## src/rtl/agu_pkg.sv

```systemverilog
package agu_pkg;
  localparam int unsigned DATA_W   = 16;
  localparam int unsigned NUM_REGS = 8;
  localparam int unsigned PTR_W    = $clog2(NUM_REGS);
  localparam int unsigned MODE_W   = 3;

  typedef enum logic [MODE_W-1:0] {
    MODE_KEEP    = 3'd0,
    MODE_INC     = 3'd1,
    MODE_DEC     = 3'd2,
    MODE_ADD_IDX = 3'd3,
    MODE_SUB_IDX = 3'd4,
    MODE_ADD_RC  = 3'd5,
    MODE_SUB_RC  = 3'd6,
    MODE_KEEP2   = 3'd7
  } agu_mode_e;
endpackage

```

## src/rtl/agu_rc_unit.sv

```systemverilog
// Reverse-carry add/sub: operate in the bit-reversed domain, then reverse back.
module agu_rc_unit #(
  parameter int unsigned W = 16
) (
  input  logic [W-1:0] a_i,
  input  logic [W-1:0] b_i,
  input  logic         sub_i,
  output logic [W-1:0] y_o
);
  logic [W-1:0] a_rev, b_rev, s_rev;

  for (genvar i = 0; i < W; i++) begin : g_rev_in
    assign a_rev[i] = a_i[W-1-i];
    assign b_rev[i] = b_i[W-1-i];
  end

  always_comb begin
    if (sub_i) s_rev = a_rev - b_rev;
    else       s_rev = a_rev + b_rev;
  end

  for (genvar i = 0; i < W; i++) begin : g_rev_out
    assign y_o[i] = s_rev[W-1-i];
  end
endmodule

```

## src/rtl/agu_step_unit.sv

```systemverilog
module agu_step_unit
  import agu_pkg::*;
#(
  parameter int unsigned W = DATA_W
) (
  input  logic [W-1:0]      cur_i,
  input  logic [W-1:0]      idx_i,
  input  logic [MODE_W-1:0] mode_i,
  output logic [W-1:0]      nxt_o
);
  logic [W-1:0] rc_res;
  logic         rc_sub;

  assign rc_sub = (agu_mode_e'(mode_i) == MODE_SUB_RC);

  agu_rc_unit #(.W(W)) u_rc (
    .a_i  (cur_i),
    .b_i  (idx_i),
    .sub_i(rc_sub),
    .y_o  (rc_res)
  );

  always_comb begin
    unique case (agu_mode_e'(mode_i))
      MODE_INC:     nxt_o = cur_i + W'(1);
      MODE_DEC:     nxt_o = cur_i - W'(1);
      MODE_ADD_IDX: nxt_o = cur_i + idx_i;
      MODE_SUB_IDX: nxt_o = cur_i - idx_i;
      MODE_ADD_RC,
      MODE_SUB_RC:  nxt_o = rc_res;
      default:      nxt_o = cur_i;
    endcase
  end
endmodule

```

## src/rtl/agu_reg_bank.sv

```systemverilog
module agu_reg_bank
  import agu_pkg::*;
#(
  parameter int unsigned W = DATA_W,
  parameter int unsigned N = NUM_REGS,
  localparam int unsigned SW = $clog2(N)
) (
  input  logic          clk_i,
  input  logic          rst_ni,
  input  logic          upd_en_i,
  input  logic [SW-1:0] upd_sel_i,
  input  logic [W-1:0]  upd_val_i,
  input  logic          ld_en_i,
  input  logic [SW-1:0] ld_sel_i,
  input  logic [W-1:0]  ld_val_i,
  input  logic [SW-1:0] rd_sel_i,
  output logic [W-1:0]  rd_val_o,
  output logic [W-1:0]  idx_o
);
  logic [W-1:0] regs_q [N];

  for (genvar r = 0; r < N; r++) begin : g_reg
    always_ff @(posedge clk_i or negedge rst_ni) begin
      if (!rst_ni)                                    regs_q[r] <= '0;
      else if (ld_en_i && ld_sel_i == SW'(r))         regs_q[r] <= ld_val_i;  // load wins
      else if (upd_en_i && upd_sel_i == SW'(r))       regs_q[r] <= upd_val_i;
    end
  end

  assign rd_val_o = regs_q[rd_sel_i];
  assign idx_o    = regs_q[0];
endmodule

```

## src/rtl/bitrev_agu.sv

```systemverilog
module bitrev_agu
  import agu_pkg::*;
(
  input  logic              clk_i,
  input  logic              rst_ni,
  input  logic              acc_i,
  input  logic [MODE_W-1:0] mode_i,
  input  logic              ld_en_i,
  input  logic [PTR_W-1:0]  ld_sel_i,
  input  logic [DATA_W-1:0] ld_val_i,
  input  logic              ptr_ld_i,
  input  logic [PTR_W-1:0]  ptr_val_i,
  output logic [DATA_W-1:0] addr_o
);
  logic [PTR_W-1:0]  ptr_q;
  logic [DATA_W-1:0] cur_val, idx_val, nxt_val;

  always_ff @(posedge clk_i or negedge rst_ni) begin
    if (!rst_ni)       ptr_q <= '0;
    else if (ptr_ld_i) ptr_q <= ptr_val_i;
  end

  agu_reg_bank #(.W(DATA_W), .N(NUM_REGS)) u_bank (
    .clk_i    (clk_i),
    .rst_ni   (rst_ni),
    .upd_en_i (acc_i),
    .upd_sel_i(ptr_q),
    .upd_val_i(nxt_val),
    .ld_en_i  (ld_en_i),
    .ld_sel_i (ld_sel_i),
    .ld_val_i (ld_val_i),
    .rd_sel_i (ptr_q),
    .rd_val_o (cur_val),
    .idx_o    (idx_val)
  );

  agu_step_unit #(.W(DATA_W)) u_step (
    .cur_i (cur_val),
    .idx_i (idx_val),
    .mode_i(mode_i),
    .nxt_o (nxt_val)
  );

  assign addr_o = cur_val;
endmodule

```

## config.mk

```make
export PLATFORM = sky130hd
export DESIGN_NAME = bitrev_agu
export DESIGN_NICKNAME = d
export VERILOG_FILES = /design/src/rtl/agu_pkg.sv /design/src/rtl/agu_rc_unit.sv /design/src/rtl/agu_step_unit.sv /design/src/rtl/agu_reg_bank.sv /design/src/rtl/bitrev_agu.sv
export SDC_FILE = /design/constraint.sdc
export NUM_CORES = 1
export LEC_CHECK = 0
export ABC_AREA = 1
export BUFFER_PORTS_ARGS = -buffer_cell sky130_fd_sc_hd__buf_2
export CAP_MARGIN = 15
export CORE_MARGIN = 3
export CORE_UTILIZATION = 43
export DETAILED_ROUTE_END_ITERATION = 16
export PLACE_DENSITY = 0.6
export SETUP_SLACK_MARGIN = 0.02
export SLEW_MARGIN = 20
export SYNTH_ARGS = -nofsm -noshare
export SYNTH_HDL_FRONTEND = slang
export SYNTH_SLANG_ARGS = --single-unit
```

## constraint.sdc

```tcl
create_clock -name clk_i -period 5.3 [get_ports clk_i]
set_clock_uncertainty 0.2 [all_clocks]
set_input_delay 0.795 -clock clk_i [delete_from_list [all_inputs] [get_ports clk_i]]
set_output_delay 0.795 -clock clk_i [all_outputs]
set_load 0.05 [all_outputs]
```

==> results.py, run 1 <==
metrics = {
    "clocking": {
        "cts_max_level": 4,
        "clkTransAtPathRegs_ps": 60,
        "cts_resized": 0,
        "cts_setup_buffers": 0,
        "clock_latency_ps": 430,
        "root_buffer": "clkbuf_16",
        "numCtsBuffers": 17,
        "cts_hold_buffers": 0,
        "clock_sinks": 131,
        "clockBufferDepth": 2,
        "cts_tree": "built",
    },
    "synthesis": {
        "synth_area_sq_mm": 0.0101,
        "yosysTopAreaCellShare": 0.325,
        "ys_seq_area_frac": 0.325,
        "synth.distinct_cells": 51,
        "synthCells": 1544,
        "syn-num-nets": 1608,
        "synth_seq_cells": 131,
        "async_reset_ff_frac": 1.00,
        "yosysWarnings": 0,
        "avgSynthCellArea_sq_um": 6.54,
        "synth_ff_type": "dfrtp_1",
        "ys_top_cells_by_area": "dfrtp_1, nand2_1, inv_1, o22ai_1, nand3_1",
        "synth_edf_count": 0,
        "yosysTopAreaCell": "dfrtp_1",
    },
    "power": {
        "ir_drop_mv": 0.195,
        "total_power_mw": 6.10,
        "leakagePower_nw": 6.02,
        "p_per_area_mw_per_mm2": 542,
    },
    "job": {
        "max_cap_violations": 0,
    },
    "layout": {
        "antennaDiodeCount": 0,
        "area_growth_pct": 11.6,
        "final_area_sq_mm": 0.0113,
        "fillers": 2382,
        "nets": 1644,
        "drive_gt1_frac": 0.0935,
    },
    "grt": {
        "antenna_found_initial": 0,
        "grt_pass1_wl_um": 57800,
        "grt_pass1_vias": 9960,
        "grt_remaining_overflow": 0,
        "grt_max_degree": 88,
        "grtUsageTotal": 0.290,
    },
    "setup_path": {
        "crit_path_frequent_cell": "nand3_1",
        "path_buf_inv": 2,
        "crit_chain": "inv_2, nand2_2, inv_2, a211o_1, a21boi_0, ha_1, a21oi_1, o21ai_0, nand2_1, nand3_1, or2_2, nand3_1, nand3_2, nand2_1, nand3_1",
        "required_ps": 5390,
        "critical_path_depth": 15,
        "cp-start-kind": "register",
        "cp_top_family": "simple AND/OR/NAND/NOR gates",
        "r2r_cells": 15,
        "r2r_setup_slack_ps": 750,
        "worst_path_max_delay_cell": "a21boi_0",
        "cp.arrival_ps": 4650,
        "crit_type": "register to register",
        "r2r-start": "ptr_q[0]",
        "cp_max_fo": 22,
        "r2r_end": "u_bank.regs_q[10]",
        "cp-end-kind": "register",
        "cpPeakStageDelay_ps": 620,
    },
    "route": {
        "drc": 0,
        "ant_nets": 0,
        "drt-wirelength-per-cell_um": 19.5,
        "vias_per_cell": 5.53,
        "routed_wl_um": 37200,
        "drtIter0Drc": 978,
        "vias": 10546,
        "dr.pass1.iters": 6,
    },
    "timing": {
        "fin_hold_ws_ps": 240,
        "setup_viol": 0,
        "rsz0062_at_grt": "false",
        "period_minus_slack_ps": 4550,
        "max_freq_mhz": 220,
        "maxSlewViolCount": 0,
        "fin_setup_tns_ps": 0,
        "fin_ws_ps": 747,
        "tightest_slew_ps": 955,
        "relSlewSlack": 0.362,
        "hold_viol": 0,
        "min_period_over_period": 0.859,
    },
    "hold_path": {
        "hold_class": "input port to asynchronous set/reset pin",
    },
    "status": {
        "status": "finished clean",
    },
    "die": {
        "die_area_sq_mm": 0.0253,
        "die_h_um": 159,
        "io-pin-count": 46,
        "die_x_um": 159,
        "coreArea_sq_mm": 0.0228,
        "initial_core_util": 0.442,
        "fp-row-count": 55,
    },
    "placed_design": {
        "post-place-ws_ps": 948,
        "dp_hpwl_um": 27600,
        "placed_cell_area_sq_mm": 0.0106,
        "place_congestion": 1.00,
        "port_buffers": 45,
    },
}
-- routing by layer --
| layer | up-vias | wire length [um] | global-route usage |
|---|---|---|---|
| li1 | 5034 | - | - |
| met1 | 4967 | 16300 | 0.398 |
| met2 | 458 | 16900 | 0.459 |
| met3 | 87 | 2360 | 0.0346 |
| met4 | 0 | 1580 | 0.137 |
| met5 | - | 0 | 0 |
-- through the flow --
stage,instances,utilization
2_1_floorplan,1544,-
3_3_place_gp,1874,0.464
3_5_place_dp,1874,0.465
4_1_cts,1906,0.493
5_1_grt,1906,0.493
6_report,1906,0.493
-- report_power, final --
| part | leakage, nW | internal, mW | total, mW | switching (mW) |
|---|---|---|---|---|
| Clock | 0.314 | 0.825 | 1.28 | 0.454 |
| Combinational | 4.08 | 1.00 | 3.24 | 2.24 |
| Sequential | 1.63 | 1.35 | 1.59 | 0.232 |
-- how the worst max path moves through the flow --
stage | slack, ps | endpoint | from
after floorplan | 1020 | u_bank.regs_q[26] | ptr_q[1]
after global routing | 470 | u_bank.regs_q[10] | ptr_q[0]
after CTS | 900 | u_bank.regs_q[10] | ptr_q[0]
after global placement | 940 | u_bank.regs_q[42] | ptr_q[0]
after detailed placement | 950 | u_bank.regs_q[106] | ptr_q[0]
final | 750 | u_bank.regs_q[10] | ptr_q[0]
-- area by class of cell --
cell class                 instances  area, sq um  share of cell area
clock buffer                      24          522              0.0463
clock inverter                     8          120              0.0107
inverter                         310         1170               0.104
multi-input combinational       1062         5450               0.484
sequential                       131         3280               0.291
tap                              313          392              0.0348
timing repair buffer              58          329              0.0292
-- cell usage after synthesis (5+ instances only) --
| cell type | n |
|---|---|
| o21ai_1 | 5 |
| or2_2 | 10 |
| nand2_1 | 467 |
| buf_2 | 21 |
| nor2_2 | 5 |
| nand2_2 | 9 |
| a21o_1 | 5 |
| o21ai_0 | 84 |
| a21oi_1 | 62 |
| o211ai_1 | 14 |
| clkinv_1 | 5 |
| nor3_1 | 5 |
| ha_1 | 32 |
| xor2_1 | 14 |
| nand3_1 | 84 |
| inv_2 | 7 |
| nor2_1 | 84 |
| o21bai_1 | 7 |
| a211oi_1 | 16 |
| and2_1 | 7 |
| nand3_2 | 12 |
| o22ai_1 | 97 |
| inv_1 | 296 |
| clkbuf_1 | 14 |
| dfrtp_1 | 131 |
-- state kept, by name, indices dropped and copies added, names as in the netlist --
name and cells:
u_bank.regs_q 112, u_bank.idx_o 16, ptr_q 3
-- logic make-up after synthesis --
family / Yosys count / share of synthesized area
simple gates: 697 / 0.292
buf+inv: 351 / 0.136
compound gates: 317 / 0.191
flops: 131 / 0.325
fa+ha+maj: 34 / 0.0436
xor+xnor: 14 / 0.0122
-- layout by cell type (no fill, tap or decap), types with 4 or more instances in the layout --
cell type  count
nand4_1        4
and2_1         7
nand3_2       12
nand2_1      467
dfrtp_1      131
inv_1        296
nor4_1         4
o21ai_0       84
clkinv_1       5
a21oi_1       62
or2_2         10
a21boi_0       4
buf_4         13
inv_2          7
xor2_1        14
nor2_2         8
o211ai_1      14
a21o_1         5
ha_1          32
nand3_1       84
nor2_1        81
nor3_1         5
clkbuf_8       7
o21ai_1        5
o22ai_1       97
o21bai_1       7
buf_2         44
clkbuf_16     17
nand2_2        9
a211oi_1      16
(Power assumes the default switching activity.)
==> run 2: changes to the inputs <==
- CORE_MARGIN: 3 -> 1
==> run 2 against run 1 <==
Clock power is 9% lower. Routed wire length is 3.3% lower. Combinational power hardly changed. First-iteration DRC count is 25% lower. Critical path depth is 2 lower. Via count is 2.3% lower. Core utilization is 0.37 points lower. Non-clock buffer count is 2 lower. Total power is 2.5% lower. Largest cell class unchanged. Highest routed layer unchanged.
==> results.py, run 2 (synthesized netlist as in run 1, its figures left out) <==
metrics = {
    "grt": {
        "grt_remaining_overflow": 0,
        "grt_max_degree": 100,
        "antenna_found_initial": 0,
        "grt_pass1_wl_um": 56200,
        "grt_pass1_vias": 9825,
        "grtUsageTotal": 0.310,
    },
    "timing": {
        "min_period_over_period": 0.853,
        "fin_setup_tns_ps": 0,
        "setup_viol": 0,
        "fin_ws_ps": 777,
        "maxSlewViolCount": 0,
        "rsz0062_at_grt": "false",
        "tightest_slew_ps": 1090,
        "relSlewSlack": 0.275,
        "period_minus_slack_ps": 4520,
        "max_freq_mhz": 221,
        "hold_viol": 0,
    },
    "layout": {
        "antennaDiodeCount": 0,
        "largest-register": "u_bank.regs_q",
        "final_common_cell": "nand2_1",
        "final_cell_mix": "nand2_1, inv_1, dfrtp_1",
        "area_growth_pct": 10.7,
        "fillers": 2450,
        "largest_reg_flops": 112,
        "nets": 1642,
        "multi_input_area_sq_mm": 0.00545,
        "drive_gt1_frac": 0.0905,
        "seq_area_sq_mm": 0.00328,
    },
    "clocking": {
        "cts_tree": "built",
        "cts_max_level": 4,
        "clock_sinks": 131,
        "clockBufferDepth": 2,
        "cts_resized": 0,
        "numCtsBuffers": 17,
        "clock_latency_ps": 430,
        "cts_setup_buffers": 0,
        "clkTransAtPathRegs_ps": 60,
        "root_buffer": "clkbuf_16",
        "cts_hold_buffers": 0,
    },
    "route": {
        "drt-wirelength-per-cell_um": 18.9,
        "drc": 0,
        "ant_nets": 0,
        "vias_per_cell": 5.41,
        "drtIter0Drc": 732,
        "routed_wl_um": 35900,
        "dr.pass1.iters": 6,
        "vias": 10305,
    },
    "setup_path": {
        "r2r_setup_slack_ps": 780,
        "worst_path_max_delay_cell": "nor2_2",
        "cp-startpoint": "ptr_q[0]",
        "required_ps": 5420,
        "r2r-start": "ptr_q[0]",
        "crit_type": "register to register",
        "cp-end-kind": "register",
        "crit_path_frequent_cell": "nand3_1",
        "r2r_end": "u_bank.regs_q[106]",
        "cpPeakStageDelay_ps": 880,
        "cp-start-kind": "register",
        "cp_max_fo": 15,
        "endpoint": "u_bank.regs_q[106]",
        "crit_chain": "nor2_2, a211oi_1, o21ai_1, ha_1, a21oi_1, o21ai_0, nand2_1, nand3_1, or2_2, nand3_1, nand3_2, nand2_1, nand3_1",
        "r2r_cells": 13,
        "cp.arrival_ps": 4640,
    },
    "power": {
        "p_sw_frac": 0.486,
        "seqPwrFrac": 0.265,
        "p_per_area_mw_per_mm2": 533,
        "p_switching_mw": 2.89,
        "leakagePower_nw": 5.98,
        "p_clk_frac": 0.196,
        "ir_drop_mv": 0.208,
        "internal-power_mw": 3.06,
        "p_comb_frac": 0.539,
    },
    "die": {
        "die_area_sq_mm": 0.0241,
        "die_h_um": 155,
        "coreArea_sq_mm": 0.0228,
        "io-pin-count": 46,
        "initial_core_util": 0.442,
        "die_x_um": 155,
        "fp-row-count": 55,
    },
    "placed_design": {
        "post-place-ws_ps": 798,
        "place_congestion": 1.02,
        "dp_hpwl_um": 27000,
        "port_buffers": 45,
    },
    "hold_path": {
        "hold_class": "input port to asynchronous set/reset pin",
    },
    "job": {
        "max_cap_violations": 0,
    },
    "status": {
        "status": "finished clean",
    },
}
-- run 2: critical path: cells and delay by family, from the launching register on --
| kind | cells | cell delay, ps |
|---|---|---|
| and+or+nand+nor | 8 | 2040 |
| AOI/OAI and AO/OA | 4 | 1220 |
| adders and majority gates | 1 | 390 |
| DFF | 1 | 560 |
-- run 2: how the worst min path moves through the flow --
stage / start / to
final: rst_ni / u_bank.regs_q[33]
after global routing: u_bank.regs_q[74] / u_bank.regs_q[74]
after CTS: u_bank.regs_q[74] / u_bank.regs_q[74]
after detailed placement: u_bank.regs_q[74] / u_bank.regs_q[74]
after global placement: u_bank.regs_q[74] / u_bank.regs_q[74]
after floorplan: u_bank.regs_q[106] / u_bank.regs_q[106]
-- run 2: layout make-up --
type | count | share of cell area
Clock buffer | 22 | 0.0415
Tap cell | 313 | 0.0351
Sequential cell | 131 | 0.293
Multi-Input combinational cell | 1062 | 0.488
Timing Repair Buffer | 56 | 0.0281
Inverter | 310 | 0.105
Clock inverter | 10 | 0.00963
-- run 2: metrics by stage --
step	hold WS [ps]	cell area, sq um	instances	util	total power [mW]
after floorplan	265	10100	1544	-	3.81
after global placement	279	10600	1872	0.464	4.71
after detailed placement	288	10600	1872	0.464	4.73
after CTS	303	11200	1904	0.489	5.90
after global routing	318	11200	1904	0.489	6.41
final	258	11200	1904	0.489	5.95
-- run 2: power groups by stage --
stage	Sequential, mW	Clock [mW]	Combinational (mW)
finish	1.58	1.16	3.21
global route	1.61	1.22	3.58
CTS	1.57	1.17	3.16
detailed placement	1.59	0	3.14
global placement	1.58	0	3.13
floorplan	1.51	0	2.30
-- run 2: metal layers --
layer	track usage	wire, um
met5	0	0
met4	0.138	1370
met3	0.0398	2140
met2	0.515	16900
met1	0.404	15500
==> run 3: changes to the inputs <==
- CTS_CLUSTER_DIAMETER: not set -> 80
- SLEW_MARGIN: 20 -> 40
- SYNTH_HIERARCHICAL: not set -> 1
==> run 3 against run 2 <==
Sequential power is 18% higher. Synthesized cell count is 24% higher. First-iteration DRC count is 95% higher. Clock-buffer cell count is 2 lower. Cell area is 11% higher. Maximum frequency is 1.5% lower. Flip-flop and latch count stayed put. Register-to-register slack worse by 70 ps. Global-route usage is 3.2 points higher. Largest cell class unchanged.
==> results.py, run 3 <==
metrics = {
    "die": {
        "die_x_um": 165,
        "die_area_sq_mm": 0.0271,
        "io-pin-count": 46,
        "coreArea_sq_mm": 0.0260,
        "initial_core_util": 0.438,
        "die_h_um": 165,
        "fp-row-count": 59,
    },
    "grt": {
        "grt_max_degree": 99,
        "grtUsageTotal": 0.342,
        "antenna_found_initial": 0,
        "grt_pass1_wl_um": 68800,
        "grt_pass1_vias": 11818,
        "grt_remaining_overflow": 0,
    },
    "synthesis": {
        "synth_seq_cells": 131,
        "yosysWarnings": 6,
        "synth_most_common_cell": "nand2_1",
        "synthCells": 1920,
        "syn-num-nets": 1984,
        "synthMuxAreaShare": 0,
        "yosys-top-cells-count": "nand2_1, nand3_1, inv_1, dfrtp_1, nor2_1",
        "avgSynthCellArea_sq_um": 5.93,
        "ys_seq_area_frac": 0.288,
        "synth.distinct_cells": 49,
        "synthAdderAreaFrac": 0.0387,
        "synth-compound-area-share": 0.0598,
        "synth_area_sq_mm": 0.0114,
        "ys_top_cells_by_area": "dfrtp_1, nand2_1, nand3_1, inv_1, ha_1",
        "synth_ff_type": "dfrtp_1",
        "synth_edf_count": 0,
        "synth_xor_xnor_area_share": 0.0162,
        "yosysTopAreaCell": "dfrtp_1",
        "async_reset_ff_frac": 1.00,
        "yosysTopAreaCellShare": 0.288,
        "synth_top_family_by_area": "simple AND/OR/NAND/NOR gates",
        "yosys.area_share.simple": 0.467,
    },
    "layout": {
        "antennaDiodeCount": 0,
        "fillers": 2831,
        "final_common_cell": "nand2_1",
        "largest_reg_flops": 112,
        "final_cell_mix": "nand2_1, nand3_1, inv_1",
        "final_cells": 2282,
        "final_util": 0.479,
        "nets": 1998,
        "largest-register": "u_bank/regs_q",
        "drive_gt1_frac": 0.0827,
        "area_growth_pct": 9.25,
    },
    "setup_path": {
        "r2r_end": "u_bank/regs_q[1]",
        "cp_max_fo": 20,
        "crit_type": "register to register",
        "r2r_setup_slack_ps": 710,
        "cp-end-kind": "register",
        "r2r-start": "ptr_q[0]",
        "r2r_cells": 25,
        "cp.arrival_ps": 4700,
        "cp-start-kind": "register",
        "required_ps": 5410,
    },
    "clocking": {
        "clockBufferDepth": 2,
        "cts_resized": 0,
        "cts_tree": "built",
        "cts_setup_buffers": 0,
        "clock_latency_ps": 430,
        "cts_hold_buffers": 0,
        "cts_max_level": 4,
        "clock_sinks": 131,
        "clkTransAtPathRegs_ps": 60,
        "numCtsBuffers": 17,
        "root_buffer": "clkbuf_16",
    },
    "route": {
        "vias_per_cell": 5.57,
        "routed_wl_um": 44800,
        "dr_wl_met2_um": 20200,
        "ant_nets": 0,
        "vias": 12715,
        "wl_met1_um": 18100,
        "drc": 0,
        "wl_met3_um": 4150,
        "drt-wirelength-per-cell_um": 19.7,
        "drtIter0Drc": 1424,
        "dr.pass1.iters": 6,
        "top_layer": "met4",
    },
    "placed_design": {
        "dp_hpwl_um": 32000,
        "dp.cells": 2249,
        "place_congestion": 0.981,
        "port_buffers": 45,
    },
    "status": {
        "status": "finished clean",
    },
    "timing": {
        "rsz0062_at_grt": "false",
        "period_minus_slack_ps": 4590,
        "setup_viol": 0,
        "fin_hold_ws_ps": 28.7,
        "max_freq_mhz": 218,
        "fin_setup_tns_ps": 0,
        "min_period_over_period": 0.866,
        "relSlewSlack": 0.446,
        "hold_viol": 0,
        "tightest_slew_ps": 830,
        "maxSlewViolCount": 0,
    },
    "power": {
        "seqPwrFrac": 0.258,
        "p_per_area_mw_per_mm2": 581,
        "ir_drop_mv": 0.300,
        "leakagePower_nw": 7.14,
        "p_comb_frac": 0.596,
        "p_switching_mw": 3.82,
        "internal-power_mw": 3.40,
        "p_sw_frac": 0.528,
        "p_clk_frac": 0.146,
        "total_power_mw": 7.22,
    },
    "hold_path": {
        "hold_class": "input port to asynchronous set/reset pin",
    },
    "job": {
        "max_cap_violations": 0,
    },
}
==> run 3: how the worst max path moves through the flow <==
stage,startpoint,to,depth (start not counted)
after floorplan,ptr_q[0],u_bank/regs_q[89],23
after global placement,ptr_q[0],u_bank/regs_q[1],25
after detailed placement,ptr_q[0],u_bank/regs_q[5],25
after CTS,ptr_q[0],u_bank/regs_q[21],25
after global routing,ptr_q[0],u_bank/regs_q[69],25
final,ptr_q[0],u_bank/regs_q[1],25
==> run 3: final cells by class <==
class / count / area (sq um) / share of cell area
multi-input combinational: 1424 / 6630 / 0.533
sequential: 131 / 3280 / 0.264
tap: 335 / 419 / 0.0337
clock inverter: 12 / 67.6 / 0.00543
timing repair buffer: 84 / 561 / 0.0451
clock buffer: 20 / 447 / 0.0359
inverter: 276 / 1040 / 0.0833
==> run 3: routing by layer <==
metal | global-route usage | vias up
li1 | - | 6029
met2 | 0.546 | 633
met1 | 0.434 | 5944
met5 | 0 | -
met4 | 0.186 | 0
met3 | 0.0668 | 109
==> run 3: metrics by stage <==
| stage | setup WS (ps) | area, sq um |
|---|---|---|
| final | 709 | 12400 |
| after global routing | 448 | 12400 |
| after CTS | 827 | 12400 |
| after detailed placement | 854 | 11900 |
| after global placement | 897 | 11900 |
| after floorplan | 1500 | 11400 |
==> run 3: logic make-up (layout without fill, tap and decap cells) <==
logic type / after synthesis / count (layout)
flip-flops: 131 / 131
XOR/XNOR: 21 / 21
adder cells (fa/ha/maj): 34 / 34
AO/OA/AOI/OAI: 109 / 109
buffers and inverters: 365 / 392
AND/OR/NAND/NOR: 1260 / 1260
==> run 3: power by group through the flow <==
stage	logic [mW]	clock network (mW)	registers, mW
5_1_grt	4.78	1.12	1.92
3_3_place_gp	4.18	0	1.86
3_5_place_dp	4.19	0	1.86
6_report	4.30	1.06	1.86
4_1_cts	4.22	1.07	1.84
2_1_floorplan	3.16	0	1.65
==> run 3: worst max-delay path, cell delays in order, from the launching register on <==
cell and delay [ps]:
dfrtp_2 430, inv_2 400, buf_4 300, nand2_1 70
nand3_1 100, nand2_1 70, nand2_1 60, nand2_1 300
inv_1 150, ha_1 150, inv_1 80, fa_1 420
nand3_1 90, nand2_1 120, nand2_1 110, nand2_2 80
nand2_1 130, nand2_1 70, nand2_1 60, nand2_1 60
nand2_1 110, o221ai_1 240, inv_1 380, nand2_1 90
nand3_1 120, nand2_1 70
